`src/rtl/esr_pkg.sv`:
```
package esr_pkg;

  typedef enum logic {
    RET_EXC = 1'b0,
    RET_NMI = 1'b1
  } ret_kind_e;

  typedef struct packed {
    logic load_stat;
    logic load_sp;
    logic load_ksp;
  } esr_load_t;

endpackage

```
`src/rtl/esr_rst_sync.sv`:
```
module esr_rst_sync #(
  parameter int STAGES = 2
) (
  input  logic clk,
  input  logic rst_n,
  output logic rst_sync_n
);

  logic [STAGES-1:0] chain_q;
  logic [STAGES-1:0] chain_d;

  always_comb begin
    chain_d = {chain_q[STAGES-2:0], 1'b1};
  end

  always_ff @(posedge clk or negedge rst_n) begin
    if (!rst_n) begin
      chain_q <= '0;
    end else begin
      chain_q <= chain_d;
    end
  end

  assign rst_sync_n = chain_q[STAGES-1];

endmodule

```
`src/rtl/esr_stack_pop.sv`:
```
module esr_stack_pop #(
  parameter int W         = 32,
  parameter int FIELD_MSB = 27,
  parameter int KEEP_LSB  = 30,
  parameter int SHIFT     = 10
) (
  input  logic [W-1:0] old_stat,
  output logic [W-1:0] popped
);

  localparam logic [W-1:0] KEEP_MASK  = {W{1'b1}} << KEEP_LSB;
  localparam logic [W-1:0] FIELD_MASK = {W{1'b1}} >> (W - 1 - FIELD_MSB);

  logic [W-1:0] kept;
  logic [W-1:0] field;

  always_comb begin
    kept   = old_stat & KEEP_MASK;
    field  = (old_stat & FIELD_MASK) >> SHIFT;
    popped = kept | field;
  end

endmodule

```
`src/rtl/esr_flag_fix.sv`:
```
module esr_flag_fix
  import esr_pkg::*;
#(
  parameter int W     = 32,
  parameter int P_BIT = 7,
  parameter int M_BIT = 30
) (
  input  logic      [W-1:0] popped,
  input  logic              old_lock,
  input  ret_kind_e         kind,
  output logic      [W-1:0] fixed
);

  logic [W-1:0] force_mask;

  always_comb begin
    force_mask = '0;
    if (!old_lock) begin
      force_mask[P_BIT] = 1'b1;
    end
    if (kind == RET_NMI) begin
      force_mask[M_BIT] = 1'b1;
    end
    fixed = popped | force_mask;
  end

endmodule

```
`src/rtl/esr_sp_swap.sv`:
```
module esr_sp_swap #(
  parameter int W = 32
) (
  input  logic         user_mode,
  input  logic [W-1:0] sp_in,
  input  logic [W-1:0] usp_in,
  output logic [W-1:0] sp_next,
  output logic         ksp_save,
  output logic [W-1:0] ksp_next
);

  always_comb begin
    ksp_save = user_mode;
    ksp_next = sp_in;
    if (user_mode) begin
      sp_next = usp_in;
    end else begin
      sp_next = sp_in;
    end
  end

endmodule

```
`src/rtl/esr_return_unit.sv`:
```
module esr_return_unit
  import esr_pkg::*;
#(
  parameter int W         = 32,
  parameter int SHIFT     = 10,
  parameter int FIELD_MSB = 27,
  parameter int KEEP_LSB  = 30,
  parameter int U_BIT     = 6,
  parameter int P_BIT     = 7,
  parameter int R_BIT     = 8,
  parameter int M_BIT     = 30,
  parameter int SYNC_STG  = 2
) (
  input  logic         clk,
  input  logic         rst_n,
  input  logic         ret_en,
  input  logic         ret_nmi,
  input  logic [W-1:0] stat_in,
  input  logic [W-1:0] sp_in,
  input  logic [W-1:0] usp_in,
  output logic [W-1:0] stat_out,
  output logic [W-1:0] sp_out,
  output logic [W-1:0] ksp_out
);

  localparam int OLD_U_BIT = U_BIT + SHIFT;

  logic         rst_sync_n;
  logic [W-1:0] popped;
  logic [W-1:0] stat_d;
  logic [W-1:0] sp_d;
  logic [W-1:0] ksp_d;
  logic         ksp_save;
  ret_kind_e    kind;
  esr_load_t    load;

  logic [W-1:0] stat_q;
  logic [W-1:0] sp_q;
  logic [W-1:0] ksp_q;

  esr_rst_sync #(.STAGES(SYNC_STG)) u_rst (
    .clk        (clk),
    .rst_n      (rst_n),
    .rst_sync_n (rst_sync_n)
  );

  esr_stack_pop #(
    .W(W), .FIELD_MSB(FIELD_MSB), .KEEP_LSB(KEEP_LSB), .SHIFT(SHIFT)
  ) u_pop (
    .old_stat (stat_in),
    .popped   (popped)
  );

  assign kind = ret_nmi ? RET_NMI : RET_EXC;

  esr_flag_fix #(.W(W), .P_BIT(P_BIT), .M_BIT(M_BIT)) u_fix (
    .popped   (popped),
    .old_lock (stat_in[R_BIT]),
    .kind     (kind),
    .fixed    (stat_d)
  );

  esr_sp_swap #(.W(W)) u_swap (
    .user_mode (popped[U_BIT]),
    .sp_in     (sp_in),
    .usp_in    (usp_in),
    .sp_next   (sp_d),
    .ksp_save  (ksp_save),
    .ksp_next  (ksp_d)
  );

  // Clock enables for each register
  always_comb begin
    load.load_stat = ret_en;
    load.load_sp   = ret_en;
    load.load_ksp  = ret_en & ksp_save;
  end

  always_ff @(posedge clk or negedge rst_sync_n) begin
    if (!rst_sync_n) begin
      stat_q <= '0;
      sp_q   <= '0;
      ksp_q  <= '0;
    end else begin
      if (load.load_stat) stat_q <= stat_d;
      if (load.load_sp)   sp_q   <= sp_d;
      if (load.load_ksp)  ksp_q  <= ksp_d;
    end
  end

  assign stat_out = stat_q;
  assign sp_out   = sp_q;
  assign ksp_out  = ksp_q;

  assert_hold_R2: assert property (@(posedge clk) disable iff (!rst_sync_n)
    !ret_en |=> ($stable(stat_out) && $stable(sp_out) && $stable(ksp_out)));

  assert_top_keep_R3: assert property (@(posedge clk) disable iff (!rst_sync_n)
    ret_en |=> (stat_out[W-1] == $past(stat_in[W-1])));

  assert_pend_set_R4: assert property (@(posedge clk) disable iff (!rst_sync_n)
    (ret_en && !stat_in[R_BIT]) |=> stat_out[P_BIT]);

  assert_nmi_mode_R6: assert property (@(posedge clk) disable iff (!rst_sync_n)
    (ret_en && ret_nmi) |=> stat_out[M_BIT]);

  assert_exc_mode_R5: assert property (@(posedge clk) disable iff (!rst_sync_n)
    (ret_en && !ret_nmi) |=> (stat_out[M_BIT] == $past(stat_in[M_BIT])));

  assert_swap_R7: assert property (@(posedge clk) disable iff (!rst_sync_n)
    (ret_en && stat_in[OLD_U_BIT]) |=>
      (sp_out == $past(usp_in) && ksp_out == $past(sp_in)));

  assert_noswap_R8: assert property (@(posedge clk) disable iff (!rst_sync_n)
    (ret_en && !stat_in[OLD_U_BIT]) |=>
      (sp_out == $past(sp_in) && $stable(ksp_out)));

endmodule

```
`config.mk`:
```
export PLATFORM = sky130hd
export DESIGN_NAME = esr_return_unit
export DESIGN_NICKNAME = d
export VERILOG_FILES = /design/src/rtl/esr_pkg.sv /design/src/rtl/esr_rst_sync.sv /design/src/rtl/esr_stack_pop.sv /design/src/rtl/esr_flag_fix.sv /design/src/rtl/esr_sp_swap.sv /design/src/rtl/esr_return_unit.sv
export SDC_FILE = /design/constraint.sdc
export NUM_CORES = 1
export LEC_CHECK = 0
export CORE_UTILIZATION = 30
export CTS_CLUSTER_SIZE = 25
export DETAILED_ROUTE_END_ITERATION = 8
export HOLD_SLACK_MARGIN = 0.03
export PLACE_DENSITY = 0.67
export SYNTH_ARGS = -nofsm -noshare
export SYNTH_HDL_FRONTEND = slang
export SYNTH_SLANG_ARGS = --single-unit
```
`constraint.sdc`:
```
create_clock -name clk -period 5.1 [get_ports clk]
set_input_delay 1.02 -clock clk [delete_from_list [all_inputs] [get_ports clk]]
set_output_delay 1.02 -clock clk [all_outputs]
set_load 0.01 [all_outputs]
```
Word level (Yosys, flattened, before mapping):

Cells that the tools add are included.

* bits in registers: 98
* input bits: 100
* output and inout port bits: 96
* word-level logic and storage cells: 11

* multiplexer cells: 4
* bitwise gates (word level): 3

Operators with widths (count)
* 32-bit two-way mux: 1
* 32-bit by 18-bit OR with 32-bit output: 1
* 32-bit by 31-bit OR with 32-bit output: 1
* 1-bit two-way mux: 3
* 1-bit bitwise AND: 1

Logic depth before layout (Yosys ltp):

Gate-level depths: netlist of run 1.

* depth after elaboration: 3
* gate-level depth with buffers: 5

Modules after synthesis:

Synthesis of run 1 repeated with hierarchy kept, for this count alone.

* cell total of the unflattened synthesis: 340
* area, all modules: 5151.2 sq um

Modules (own cells, without submodules)
* esr_return_unit: instances 1, cells each 203, area each 3823.7 sq um
* esr_sp_swap: instances 1, cells each 69, area each 792.0 sq um
* esr_stack_pop: instances 1, cells each 33, area each 244.0 sq um
* esr_flag_fix: instances 1, cells each 32, area each 237.7 sq um
* esr_rst_sync: instances 1, cells each 3, area each 53.8 sq um

Least setup slack after synthesis of run 1:

OpenSTA, ideal clock, no wires.

* path type: input port to flip-flop
* start point: input port ret_en
* end point: register ksp_q[10], in the netlist ksp_out[10]
* setup time: 0.125 ns
* arrival: 1.723 ns
* path slack: 3.252 ns
* stages: 4
* path buffers: 2
* cell sequence: buf_2 -> nand2_4 -> buf_6 -> mux2_4

* word-level cells in the longest chain between the ends: 1

Ends and longest elaborated chain
* start, declared: line esr_return_unit.sv:16 `input logic ret_en,`
* 1-bit bitwise AND: line esr_return_unit.sv:76 `load.load_ksp = ret_en & ksp_save;`
* end signal, assigned: line esr_return_unit.sv:87 `if (load.load_ksp) ksp_q <= ksp_d;`
* end, declared: line esr_return_unit.sv:39 `logic [W-1:0] ksp_q;`

Every way passes these cells.
A chain may end at the register's enable or synchronous reset.

Final worst setup path of run 1:

* start point: input port ret_en
* end point: register ksp_q[5], in the netlist ksp_out[5]

Same word-level chain as after synthesis.

==> results of run 1 <==
## layout by cell type (no fill, tap or decap), drive strengths merged
cell type      Yosys  layout
a21oi             33      33
a31oi              1       1
buf               27       5
bufinv             0       1
clkbuf             2      11
clkdlybuf4s50      0     170
clkinv             0       4
conb               2      13
dfrtp             86      86
inv                2       2
mux2              49      49
mux2i             32      32
nand2              1       1
nor2              35      35
o21ai              1       1
## metal layers
metal | global-route usage [%] | vias to the layer above | wire length, µm
met4 | 6.40 | 0 | 150
met3 | 4.54 | 11 | 666
li1 | - | 1243 | -
met2 | 25.9 | 117 | 4480
met1 | 18.2 | 1287 | 3840
met5 | 0 | - | 0
## report_power, final
group | switching [mW] | total [mW] | internal (mW) | leakage [nW]
Sequential | 0.0441 | 0.808 | 0.764 | 0.986
Clock | 0.256 | 0.632 | 0.376 | 0.143
Combinational | 0.162 | 0.441 | 0.278 | 1.39
## worst max path at each step
stage                     cells after the start  slack [ns]                       to                        from
final                                         3        2.66   ksp_out[5]$_DFFE_PN0P_                      ret_en
after global routing                          3        2.50   ksp_out[3]$_DFFE_PN0P_                      ret_en
after CTS                                     3        2.60   ksp_out[3]$_DFFE_PN0P_                      ret_en
after detailed placement                      3        2.24   ksp_out[3]$_DFFE_PN0P_                      ret_en
after global placement                        3        2.26  ksp_out[10]$_DFFE_PN0P_                      ret_en
after floorplan                               0        2.53   ksp_out[0]$_DFFE_PN0P_  u_rst.chain_q[1]$_DFF_PN0_
## cells by family after synthesis
family / Yosys count / synth area share (%)
other cells: 2 / 0.204
mux: 81 / 26.7
simple gates: 36 / 3.88
compound gates: 35 / 4.80
flops: 86 / 58.6
buf+inv: 31 / 5.82
## flip-flops by register name (all words and copies together) (netlist names)
register,count
u_rst.chain_q,2
ksp_out,32
sp_out,32
stat_out,20
## synthesized netlist by cell type (all sizes together)
library cell   n
dfrtp         86
mux2          49
nor2          35
a21oi         33
mux2i         32
buf           27
clkbuf         2
conb           2
inv            2
a31oi          1
nand2          1
o21ai          1
## area by class of cell
class / instances / share of cell area, %
flip-flops and latches: 86 / 37.7
repair buffers: 175 / 30.4
multi-input cells: 165 / 23.6
clock buffers: 11 / 4.07
well taps: 147 / 3.22
clock inverters: 5 / 0.876
inverters: 2 / 0.131
## per-stage QoR
stage	instance area (µm²)	hold slack [ns]	setup slack (ns)	power [mW]
after floorplan	3710	0.331	2.53	1.01
after global placement	5430	0.338	2.26	1.26
after detailed placement	5430	0.344	2.24	1.27
after CTS	5710	0.358	2.60	1.92
after global routing	5710	0.364	2.50	1.97
final	5710	0.356	2.66	1.88
==> impl_metrics.xml, run 1 <==
<?xml version="1.0" encoding="UTF-8"?>
<metrics>
  <group name="cts">
    <metric name="postCtsResizedCells" unit="">0</metric>
    <metric name="postCtsHoldBufs" unit="">0</metric>
    <metric name="postCtsSetupRepairBufs" unit="">0</metric>
    <metric name="clkSinkCount" unit="">86</metric>
    <metric name="numCtsBuffers" unit="">9</metric>
    <metric name="worstSkewPairLatency" unit="ns">0.34</metric>
    <metric name="cts_tree" unit="">built</metric>
    <metric name="path_clk_slew" unit="ns">0.06</metric>
    <metric name="clock_tree.root_cell" unit="">clkbuf_16</metric>
    <metric name="clock_tree.htree_level_count" unit="">3</metric>
    <metric name="ctsLongestPathBuffers" unit="">2</metric>
  </group>
  <group name="critical_path">
    <metric name="reg2regPathDepth" unit="">1</metric>
    <metric name="path_cells" unit="">buf_2 &gt; nand2_4 &gt; mux2_4</metric>
    <metric name="critical_path.max_fanout" unit="">36</metric>
    <metric name="critical_path_max_stage_delay" unit="ns">0.56</metric>
    <metric name="critical_path.endpoint_type" unit="">register</metric>
    <metric name="critical-path-top-delay-family" unit="">buffers and inverters</metric>
    <metric name="cp-start-kind" unit="">input pin</metric>
    <metric name="cpMaxStageDelayCell" unit="">buf_2</metric>
    <metric name="cp.required" unit="ns">5.32</metric>
    <metric name="timing.critical_path.arrival" unit="ns">2.66</metric>
    <metric name="critPathKind" unit="">in2reg</metric>
    <metric name="worstReg2RegEnd" unit="">sp_out[15]$_DFFE_PN0P_</metric>
    <metric name="r2r_setup_slack" unit="ns">3.84</metric>
    <metric name="worstReg2RegStart" unit="">u_rst.chain_q[1]$_DFF_PN0_</metric>
    <metric name="cp_num_buf_inv" unit="">1</metric>
  </group>
  <group name="detailed_routing">
    <metric name="dr.first_iter.drc_count" unit="">62</metric>
    <metric name="route.vias.total" unit="">2658</metric>
    <metric name="drc_errors" unit="">0</metric>
    <metric name="drt_pre_antenna_iters" unit="">4</metric>
    <metric name="wl_per_cell" unit="µm">15.5</metric>
    <metric name="routed_wirelength" unit="µm">9130</metric>
    <metric name="drtAntennaViolNets" unit="">0</metric>
    <metric name="routed_via_density" unit="">4.50</metric>
  </group>
  <group name="layout">
    <metric name="finalCoreUtilization" unit="%">47.8</metric>
    <metric name="final-instance-count-excl-fill" unit="">591</metric>
    <metric name="fillerInstances" unit="">1123</metric>
    <metric name="area_delta_synth_final" unit="%">55.5</metric>
    <metric name="multiInputGateArea" unit="mm²">0.00135</metric>
    <metric name="fraction_of_final_layout_cells_sized_beyond_drive_strength_1" unit="%">15.8</metric>
    <metric name="design.final.nets" unit="">539</metric>
    <metric name="final-seq-area" unit="mm²">0.00216</metric>
    <metric name="antenna-diode-count" unit="">0</metric>
  </group>
  <group name="die">
    <metric name="start_util" unit="%">30.7</metric>
    <metric name="floorplan.die_area" unit="mm²">0.0127</metric>
    <metric name="floorplan_die_width" unit="µm">113</metric>
    <metric name="floorplan.core_area" unit="mm²">0.0120</metric>
    <metric name="die_h" unit="µm">113</metric>
    <metric name="num_rows" unit="">40</metric>
    <metric name="top_level_ports" unit="">196</metric>
  </group>
  <group name="hold_path">
    <metric name="worstHoldPathCells" unit="">0</metric>
    <metric name="hold_path_class" unit="">reg2reg</metric>
    <metric name="hp-start" unit="">u_rst.chain_q[0]$_DFF_PN0_</metric>
    <metric name="min_to" unit="">u_rst.chain_q[1]$_DFF_PN0_</metric>
  </group>
  <group name="power">
    <metric name="power.leakage" unit="nW">2.52</metric>
    <metric name="p_per_area" unit="mW/mm²">329</metric>
    <metric name="worst_ir_drop_vdd" unit="mV">0.145</metric>
  </group>
  <group name="synth">
    <metric name="synth_area_leaders" unit="">dfrtp_1 59%, mux2_4 12%, mux2i_1 8.7%</metric>
    <metric name="synth_cells" unit="">271</metric>
    <metric name="synthDominantAreaCellType" unit="">dfrtp_1</metric>
    <metric name="synth.avg_cell_area" unit="µm²">13.6</metric>
    <metric name="number_of_distinct_library_cell_variants_in_the_gate_level_netlist_after_synthesis" unit="">15</metric>
    <metric name="synthDominantCellAreaShare" unit="%">58.6</metric>
    <metric name="synth_register_bits" unit="">86</metric>
    <metric name="netlist_area" unit="mm²">0.00367</metric>
    <metric name="synthesis.yosys.warnings" unit="">0</metric>
    <metric name="synth_sequential_area_ratio" unit="%">58.6</metric>
  </group>
  <group name="global_routing">
    <metric name="antenna_found_initial" unit="">0</metric>
    <metric name="grt_pass1_vias" unit="">2846</metric>
    <metric name="globalRouteOverflowTotal" unit="">0</metric>
    <metric name="grt_pass1_wl" unit="µm">14800</metric>
    <metric name="grt_max_degree" unit="">85</metric>
    <metric name="overall_routing_resource_usage" unit="%">15.3</metric>
  </group>
  <group name="timing">
    <metric name="hold_violations" unit="">0</metric>
    <metric name="setup_tns" unit="ns">0</metric>
    <metric name="finalCriticalPeriod" unit="ns">2.44</metric>
    <metric name="final_max_slew_viol_count" unit="">0</metric>
    <metric name="finalSetupViolations" unit="">0</metric>
    <metric name="layout_worst_path_cycle_share" unit="%">47.9</metric>
    <metric name="max_clock_freq" unit="MHz">409</metric>
    <metric name="final.setup_skew" unit="ns">0.00430</metric>
    <metric name="worst_slew_margin_rel" unit="%">29.6</metric>
    <metric name="grt_setup_unrepaired" unit="">no</metric>
    <metric name="worstMarginPinSlew" unit="ns">1.06</metric>
  </group>
  <group name="place">
    <metric name="routabilityCongestion" unit="">0.677</metric>
    <metric name="hpwl" unit="µm">6160</metric>
    <metric name="post-place-cells" unit="">575</metric>
    <metric name="io_port_bufs" unit="">172</metric>
  </group>
  <group name="run">
    <metric name="max_cap_violations" unit="">0</metric>
  </group>
  <group name="status">
    <metric name="outcome" unit="">finished clean</metric>
  </group>
</metrics>
Note: power is estimated with default switching activity, not from simulation.
==> inputs of run 2 (changes only) <==
PLACE_DENSITY = 0.7   (was 0.67)
clock period = 2.2 ns   (was 5.1 ns; I/O delays follow)
==> run 2 against run 1 <==
Non-clock buffer count rose by 2. Clock-buffer cell count grew 3. First-iteration DRC count up 45%. Worst hold slack got worse by 0.094 ns. Utilization grew 0.30 points. Final area is 0.64% higher. Sequential cell count unchanged. Total power rose by 130%. Critical path type is now reg2out. Critical endpoint is now ksp_out[23]. Largest power group unchanged.
==> impl_metrics.xml, run 2 (same netlist as run 1, synthesis figures left out) <==
<?xml version="1.0" encoding="UTF-8"?>
<metrics>
  <group name="detailed_routing">
    <metric name="routed_via_density" unit="">4.50</metric>
    <metric name="wl_per_cell" unit="µm">15.2</metric>
    <metric name="drtAntennaViolNets" unit="">0</metric>
    <metric name="drt_pre_antenna_iters" unit="">4</metric>
    <metric name="route.vias.total" unit="">2664</metric>
    <metric name="routed_wirelength" unit="µm">9000</metric>
    <metric name="drc_errors" unit="">0</metric>
    <metric name="dr.first_iter.drc_count" unit="">90</metric>
  </group>
  <group name="cts">
    <metric name="clkSinkCount" unit="">86</metric>
    <metric name="ctsLongestPathBuffers" unit="">2</metric>
    <metric name="numCtsBuffers" unit="">9</metric>
    <metric name="worstSkewPairLatency" unit="ns">0.33</metric>
    <metric name="path_clk_slew" unit="ns">0.06</metric>
    <metric name="clock_tree.root_cell" unit="">clkbuf_16</metric>
    <metric name="postCtsResizedCells" unit="">0</metric>
    <metric name="postCtsSetupRepairBufs" unit="">0</metric>
    <metric name="cts_tree" unit="">built</metric>
    <metric name="clock_tree.htree_level_count" unit="">3</metric>
    <metric name="postCtsHoldBufs" unit="">0</metric>
  </group>
  <group name="layout">
    <metric name="final-instance-count-excl-fill" unit="">592</metric>
    <metric name="most_common_cell_after_layout_fill_and_taps_aside" unit="">clkdlybuf4s50_1</metric>
    <metric name="most_frequent_cells_in_the_layout" unit="">170 x clkdlybuf4s50_1, 85 x dfrtp_1, 35 x nor2_1, 33 x a21oi_1, 32 x mux2i_1</metric>
    <metric name="fillerInstances" unit="">1111</metric>
    <metric name="design.final.nets" unit="">541</metric>
    <metric name="antenna-diode-count" unit="">0</metric>
    <metric name="fraction_of_final_layout_cells_sized_beyond_drive_strength_1" unit="%">16.0</metric>
    <metric name="area_delta_synth_final" unit="%">56.5</metric>
  </group>
  <group name="global_routing">
    <metric name="grt_pass1_wl" unit="µm">14100</metric>
    <metric name="antenna_found_initial" unit="">0</metric>
    <metric name="overall_routing_resource_usage" unit="%">14.5</metric>
    <metric name="grt_pass1_vias" unit="">2697</metric>
    <metric name="grt_max_degree" unit="">59</metric>
    <metric name="globalRouteOverflowTotal" unit="">0</metric>
  </group>
  <group name="timing">
    <metric name="finalSetupViolations" unit="">0</metric>
    <metric name="worst_slew_margin_rel" unit="%">55.7</metric>
    <metric name="max_clock_freq" unit="MHz">587</metric>
    <metric name="hold_violations" unit="">0</metric>
    <metric name="final_max_slew_viol_count" unit="">0</metric>
    <metric name="worstMarginPinSlew" unit="ns">0.663</metric>
    <metric name="final.setup_skew" unit="ns">0.00647</metric>
    <metric name="setup_tns" unit="ns">0</metric>
    <metric name="grt_setup_unrepaired" unit="">no</metric>
    <metric name="finalCriticalPeriod" unit="ns">1.70</metric>
    <metric name="layout_worst_path_cycle_share" unit="%">77.5</metric>
  </group>
  <group name="die">
    <metric name="top_level_ports" unit="">196</metric>
    <metric name="floorplan.die_area" unit="mm²">0.0127</metric>
    <metric name="floorplan.core_area" unit="mm²">0.0120</metric>
    <metric name="floorplan_die_width" unit="µm">113</metric>
    <metric name="start_util" unit="%">30.7</metric>
    <metric name="die_h" unit="µm">113</metric>
    <metric name="num_rows" unit="">40</metric>
  </group>
  <group name="place">
    <metric name="io_port_bufs" unit="">172</metric>
    <metric name="routabilityCongestion" unit="">0.726</metric>
    <metric name="hpwl" unit="µm">6500</metric>
    <metric name="post-place-cells" unit="">577</metric>
  </group>
  <group name="hold_path">
    <metric name="hold_path_class" unit="">in2async</metric>
  </group>
  <group name="power">
    <metric name="worst_ir_drop_vdd" unit="mV">0.380</metric>
    <metric name="power.leakage" unit="nW">2.54</metric>
    <metric name="p_per_area" unit="mW/mm²">753</metric>
  </group>
  <group name="critical_path">
    <metric name="path_cells" unit="">clkdlybuf4s50_1</metric>
    <metric name="critical-path-top-delay-family" unit="">buffers and inverters</metric>
    <metric name="critPathKind" unit="">reg2out</metric>
    <metric name="timing.critical_path.arrival" unit="ns">1.26</metric>
    <metric name="cp_num_buf_inv" unit="">1</metric>
    <metric name="cp-start-kind" unit="">register</metric>
    <metric name="cpMaxStageDelayCell" unit="">clkdlybuf4s50_1</metric>
    <metric name="critical_path.max_fanout" unit="">2</metric>
    <metric name="critical_path.endpoint_type" unit="">primary output</metric>
    <metric name="critical_path_max_stage_delay" unit="ns">0.57</metric>
    <metric name="cp.required" unit="ns">1.76</metric>
  </group>
  <group name="status">
    <metric name="outcome" unit="">finished clean</metric>
  </group>
  <group name="run">
    <metric name="max_cap_violations" unit="">0</metric>
  </group>
</metrics>
-- run 2: cell types whose count changed in the layout (fill, tap and decap cells not counted) --
cell and change:
clkbuf_8 +3, clkinv_2 -3, buf_12 +2, bufinv_16 -1
-- run 2: stage by stage --
stage | power, mW | worst slack (ns) | hold slack (ns) | instance area (µm²) | utilization, %
final | 4.33 | 0.495 | 0.262 | 5750 | 48.1
after CTS | 4.40 | 0.470 | 0.250 | 5750 | 48.1
after floorplan | 2.34 | 0.747 | 0.144 | 3720 | -
after global placement | 2.92 | 0.574 | 0.337 | 5470 | 45.7
after detailed placement | 2.94 | 0.548 | 0.339 | 5470 | 45.7
after global routing | 4.53 | 0.439 | 0.259 | 5750 | 48.1
-- run 2: layout make-up --
cell class                      count  area (µm²)  area share [%]
Timing Repair Buffer              177        1770            30.9
Tap cell                          147         184            3.20
Clock buffer                       14         274            4.77
Clock inverter                      1        5.00          0.0871
Multi-Input combinational cell    165        1350            23.5
Inverter                            2        7.51           0.131
Sequential cell                    86        2160            37.5
-- run 2: where the power goes --
group	switching, mW	internal [mW]
combinational	0.363	0.652
sequential	0.119	1.77
clock	0.575	0.850
-- run 2: path summary, 6_finish.rpt --
| path | from | to | slack, ns | depth (start not counted) |
|---|---|---|---|---|
| min in group clk | u_rst.chain_q[0]$_DFF_PN0_ | u_rst.chain_q[1]$_DFF_PN0_ | 0.35 | 0 |
| min reg2reg | u_rst.chain_q[1]$_DFF_PN0_ | stat_out[3]$_DFFE_PN0P_ | 0.33 | 0 |
| max in group asynchronous | u_rst.chain_q[1]$_DFF_PN0_ | sp_out[1]$_DFFE_PN0P_ | 1.23 | 1 |
| max | ksp_out[23]$_DFFE_PN0P_ | ksp_out[23] | 0.50 | 1 |
| max reg2reg | u_rst.chain_q[1]$_DFF_PN0_ | sp_out[1]$_DFFE_PN0P_ | 1.23 | 1 |
| min | rst_n | u_rst.chain_q[0]$_DFF_PN0_ | 0.26 | 1 |
-- run 2: layer usage --
metal	global-route usage, %	vias to the layer above	routed length, µm
met5	0	-	0
met4	6.93	0	173
met3	4.86	15	703
met2	23.9	119	4260
li1	-	1252	-
met1	17.0	1278	3860
==> inputs of run 3 (changes only) <==
clock period = 1.45 ns   (was 2.2 ns; I/O delays follow)
==> run 3 against run 2 <==
Largest cell class unchanged. Combinational power grew 34%. First-iteration DRC count down 1.1%. Critical endpoint is now ksp_out[24]. Via count down 0.53%. Critical path depth did not move.
==> impl_metrics.xml, run 3 (same netlist as run 1, synthesis figures left out) <==
<?xml version="1.0" encoding="UTF-8"?>
<metrics>
  <group name="die">
    <metric name="top_level_ports" unit="">196</metric>
    <metric name="floorplan.core_area" unit="mm²">0.0120</metric>
    <metric name="die_h" unit="µm">113</metric>
    <metric name="num_rows" unit="">40</metric>
    <metric name="start_util" unit="%">30.7</metric>
    <metric name="floorplan_die_width" unit="µm">113</metric>
    <metric name="floorplan.die_area" unit="mm²">0.0127</metric>
  </group>
  <group name="detailed_routing">
    <metric name="routed_wirelength" unit="µm">8910</metric>
    <metric name="drtAntennaViolNets" unit="">0</metric>
    <metric name="dr.first_iter.drc_count" unit="">89</metric>
    <metric name="routed_via_density" unit="">4.43</metric>
    <metric name="route.vias.total" unit="">2650</metric>
    <metric name="wl_per_cell" unit="µm">14.9</metric>
    <metric name="drc_errors" unit="">0</metric>
    <metric name="drt_pre_antenna_iters" unit="">4</metric>
  </group>
  <group name="critical_path">
    <metric name="worstReg2RegEnd" unit="">stat_out[4]$_DFFE_PN0P_</metric>
    <metric name="cp_num_buf_inv" unit="">1</metric>
    <metric name="worstReg2RegStart" unit="">stat_out[4]$_DFFE_PN0P_</metric>
    <metric name="critical_path_max_stage_delay" unit="ns">0.39</metric>
    <metric name="critical_path.startpoint" unit="">ksp_out[24]$_DFFE_PN0P_</metric>
    <metric name="setup.worst_path.end" unit="">ksp_out[24]</metric>
    <metric name="timing.critical_path.arrival" unit="ns">1.02</metric>
    <metric name="cpMaxStageDelayCell" unit="">dfrtp_1</metric>
    <metric name="critical_path.endpoint_type" unit="">primary output</metric>
    <metric name="critical_path_depth" unit="">1</metric>
    <metric name="reg2regPathDepth" unit="">1</metric>
    <metric name="critical_path.max_fanout" unit="">2</metric>
    <metric name="critical-path-top-delay-family" unit="">flip-flops</metric>
    <metric name="r2r_setup_slack" unit="ns">0.69</metric>
    <metric name="cp-start-kind" unit="">register</metric>
    <metric name="cp.required" unit="ns">1.16</metric>
    <metric name="path_cells" unit="">dlygate4sd2_1</metric>
    <metric name="critPathKind" unit="">reg2out</metric>
  </group>
  <group name="layout">
    <metric name="finalCoreUtilization" unit="%">48.0</metric>
    <metric name="most_frequent_cells_in_the_layout" unit="">86 x clkdlybuf4s50_1, 85 x dfrtp_1, 84 x dlygate4sd2_1, 35 x nor2_1, 33 x a21oi_1</metric>
    <metric name="final-instance-count-excl-fill" unit="">598</metric>
    <metric name="fraction_of_final_layout_cells_sized_beyond_drive_strength_1" unit="%">17.3</metric>
    <metric name="fillerInstances" unit="">1105</metric>
    <metric name="design.final.nets" unit="">546</metric>
    <metric name="antenna-diode-count" unit="">0</metric>
    <metric name="final_design_area_no_fill" unit="mm²">0.00574</metric>
    <metric name="area_delta_synth_final" unit="%">56.3</metric>
    <metric name="most_common_cell_after_layout_fill_and_taps_aside" unit="">clkdlybuf4s50_1</metric>
  </group>
  <group name="timing">
    <metric name="final_max_slew_viol_count" unit="">0</metric>
    <metric name="grt_setup_unrepaired" unit="">no</metric>
    <metric name="layout_worst_path_cycle_share" unit="%">90.1</metric>
    <metric name="max_clock_freq" unit="MHz">765</metric>
    <metric name="setup_tns" unit="ns">0</metric>
    <metric name="finalCriticalPeriod" unit="ns">1.31</metric>
    <metric name="final.setup_skew" unit="ns">0.00766</metric>
    <metric name="finalSetupViolations" unit="">0</metric>
    <metric name="hold_violations" unit="">0</metric>
  </group>
  <group name="place">
    <metric name="post-place-cells" unit="">582</metric>
    <metric name="hpwl" unit="µm">6400</metric>
    <metric name="io_port_bufs" unit="">172</metric>
    <metric name="placement.cell_area" unit="mm²">0.00552</metric>
    <metric name="routabilityCongestion" unit="">0.712</metric>
  </group>
  <group name="global_routing">
    <metric name="grt_max_degree" unit="">85</metric>
    <metric name="grt_pass1_vias" unit="">2872</metric>
    <metric name="grt_pass1_wl" unit="µm">14500</metric>
    <metric name="globalRouteOverflowTotal" unit="">0</metric>
    <metric name="overall_routing_resource_usage" unit="%">14.7</metric>
    <metric name="antenna_found_initial" unit="">0</metric>
  </group>
  <group name="cts">
    <metric name="clkSinkCount" unit="">86</metric>
    <metric name="postCtsHoldBufs" unit="">0</metric>
    <metric name="cts_tree" unit="">built</metric>
    <metric name="numCtsBuffers" unit="">9</metric>
    <metric name="clock_tree.root_cell" unit="">clkbuf_16</metric>
    <metric name="ctsLongestPathBuffers" unit="">2</metric>
    <metric name="clock_tree.htree_level_count" unit="">3</metric>
    <metric name="postCtsResizedCells" unit="">84</metric>
    <metric name="worstSkewPairLatency" unit="ns">0.33</metric>
    <metric name="postCtsSetupRepairBufs" unit="">0</metric>
    <metric name="path_clk_slew" unit="ns">0.06</metric>
  </group>
  <group name="power">
    <metric name="intPower" unit="mW">5.08</metric>
    <metric name="comb_power_share" unit="%">20.6</metric>
    <metric name="power_switching" unit="mW">1.59</metric>
    <metric name="worst_ir_drop_vdd" unit="mV">0.612</metric>
    <metric name="sw_frac_of_total" unit="%">23.9</metric>
    <metric name="clock_power_share" unit="%">37.1</metric>
    <metric name="power.leakage" unit="nW">2.68</metric>
    <metric name="power" unit="mW">6.68</metric>
    <metric name="p_per_area" unit="mW/mm²">1160</metric>
    <metric name="power_frac_seq" unit="%">42.3</metric>
  </group>
  <group name="run">
    <metric name="max_cap_violations" unit="">0</metric>
  </group>
  <group name="hold_path">
    <metric name="hold_path_class" unit="">in2async</metric>
  </group>
  <group name="status">
    <metric name="outcome" unit="">finished clean</metric>
  </group>
</metrics>
run 3: per-layer routing:
metal | track usage [%] | vias to the layer above | routed length [µm]
li1 | - | 1261 | -
met1 | 18.1 | 1265 | 3920
met2 | 23.9 | 119 | 4190
met3 | 5.51 | 5 | 728
met4 | 4.53 | 0 | 63
met5 | 0 | - | 0
run 3: area by class of cell:
cell class	instances	area [µm²]	area share (%)
Clock buffer	12	256	4.47
Clock inverter	4	70.1	1.22
Inverter	2	7.51	0.131
Multi-Input combinational cell	165	1350	23.5
Sequential cell	86	2160	37.5
Tap cell	147	184	3.20
Timing Repair Buffer	182	1720	29.9
run 3: how the worst min path moves through the flow:
stage | to | slack (ns) | depth (start not counted) | start
floorplan | u_rst.chain_q[0]$_DFF_PN0_ | -0.006 | 0 | rst_n
global placement | u_rst.chain_q[1]$_DFF_PN0_ | 0.34 | 0 | u_rst.chain_q[0]$_DFF_PN0_
detailed placement | u_rst.chain_q[1]$_DFF_PN0_ | 0.35 | 0 | u_rst.chain_q[0]$_DFF_PN0_
CTS | u_rst.chain_q[1]$_DFF_PN0_ | 0.10 | 1 | rst_n
global route | u_rst.chain_q[0]$_DFF_PN0_ | 0.10 | 1 | rst_n
finish | u_rst.chain_q[0]$_DFF_PN0_ | 0.12 | 1 | rst_n
run 3: power by group through the flow:
stage	sequential [mW]	clock, mW	combinational (mW)
final	2.83	2.47	1.37
after global placement	2.87	0	1.57
after global routing	2.87	2.66	1.49
after floorplan	3.04	0	0.507
after CTS	2.83	2.57	1.40
after detailed placement	2.88	0	1.59
run 3: metrics by stage:
step | hold WS [ns] | setup WS [ns]
2_1_floorplan | -0.00559 | 0.332
3_3_place_gp | 0.336 | 0.211
3_5_place_dp | 0.345 | 0.183
4_1_cts | 0.100 | 0.124
5_1_grt | 0.101 | 0.106
6_report | 0.116 | 0.143
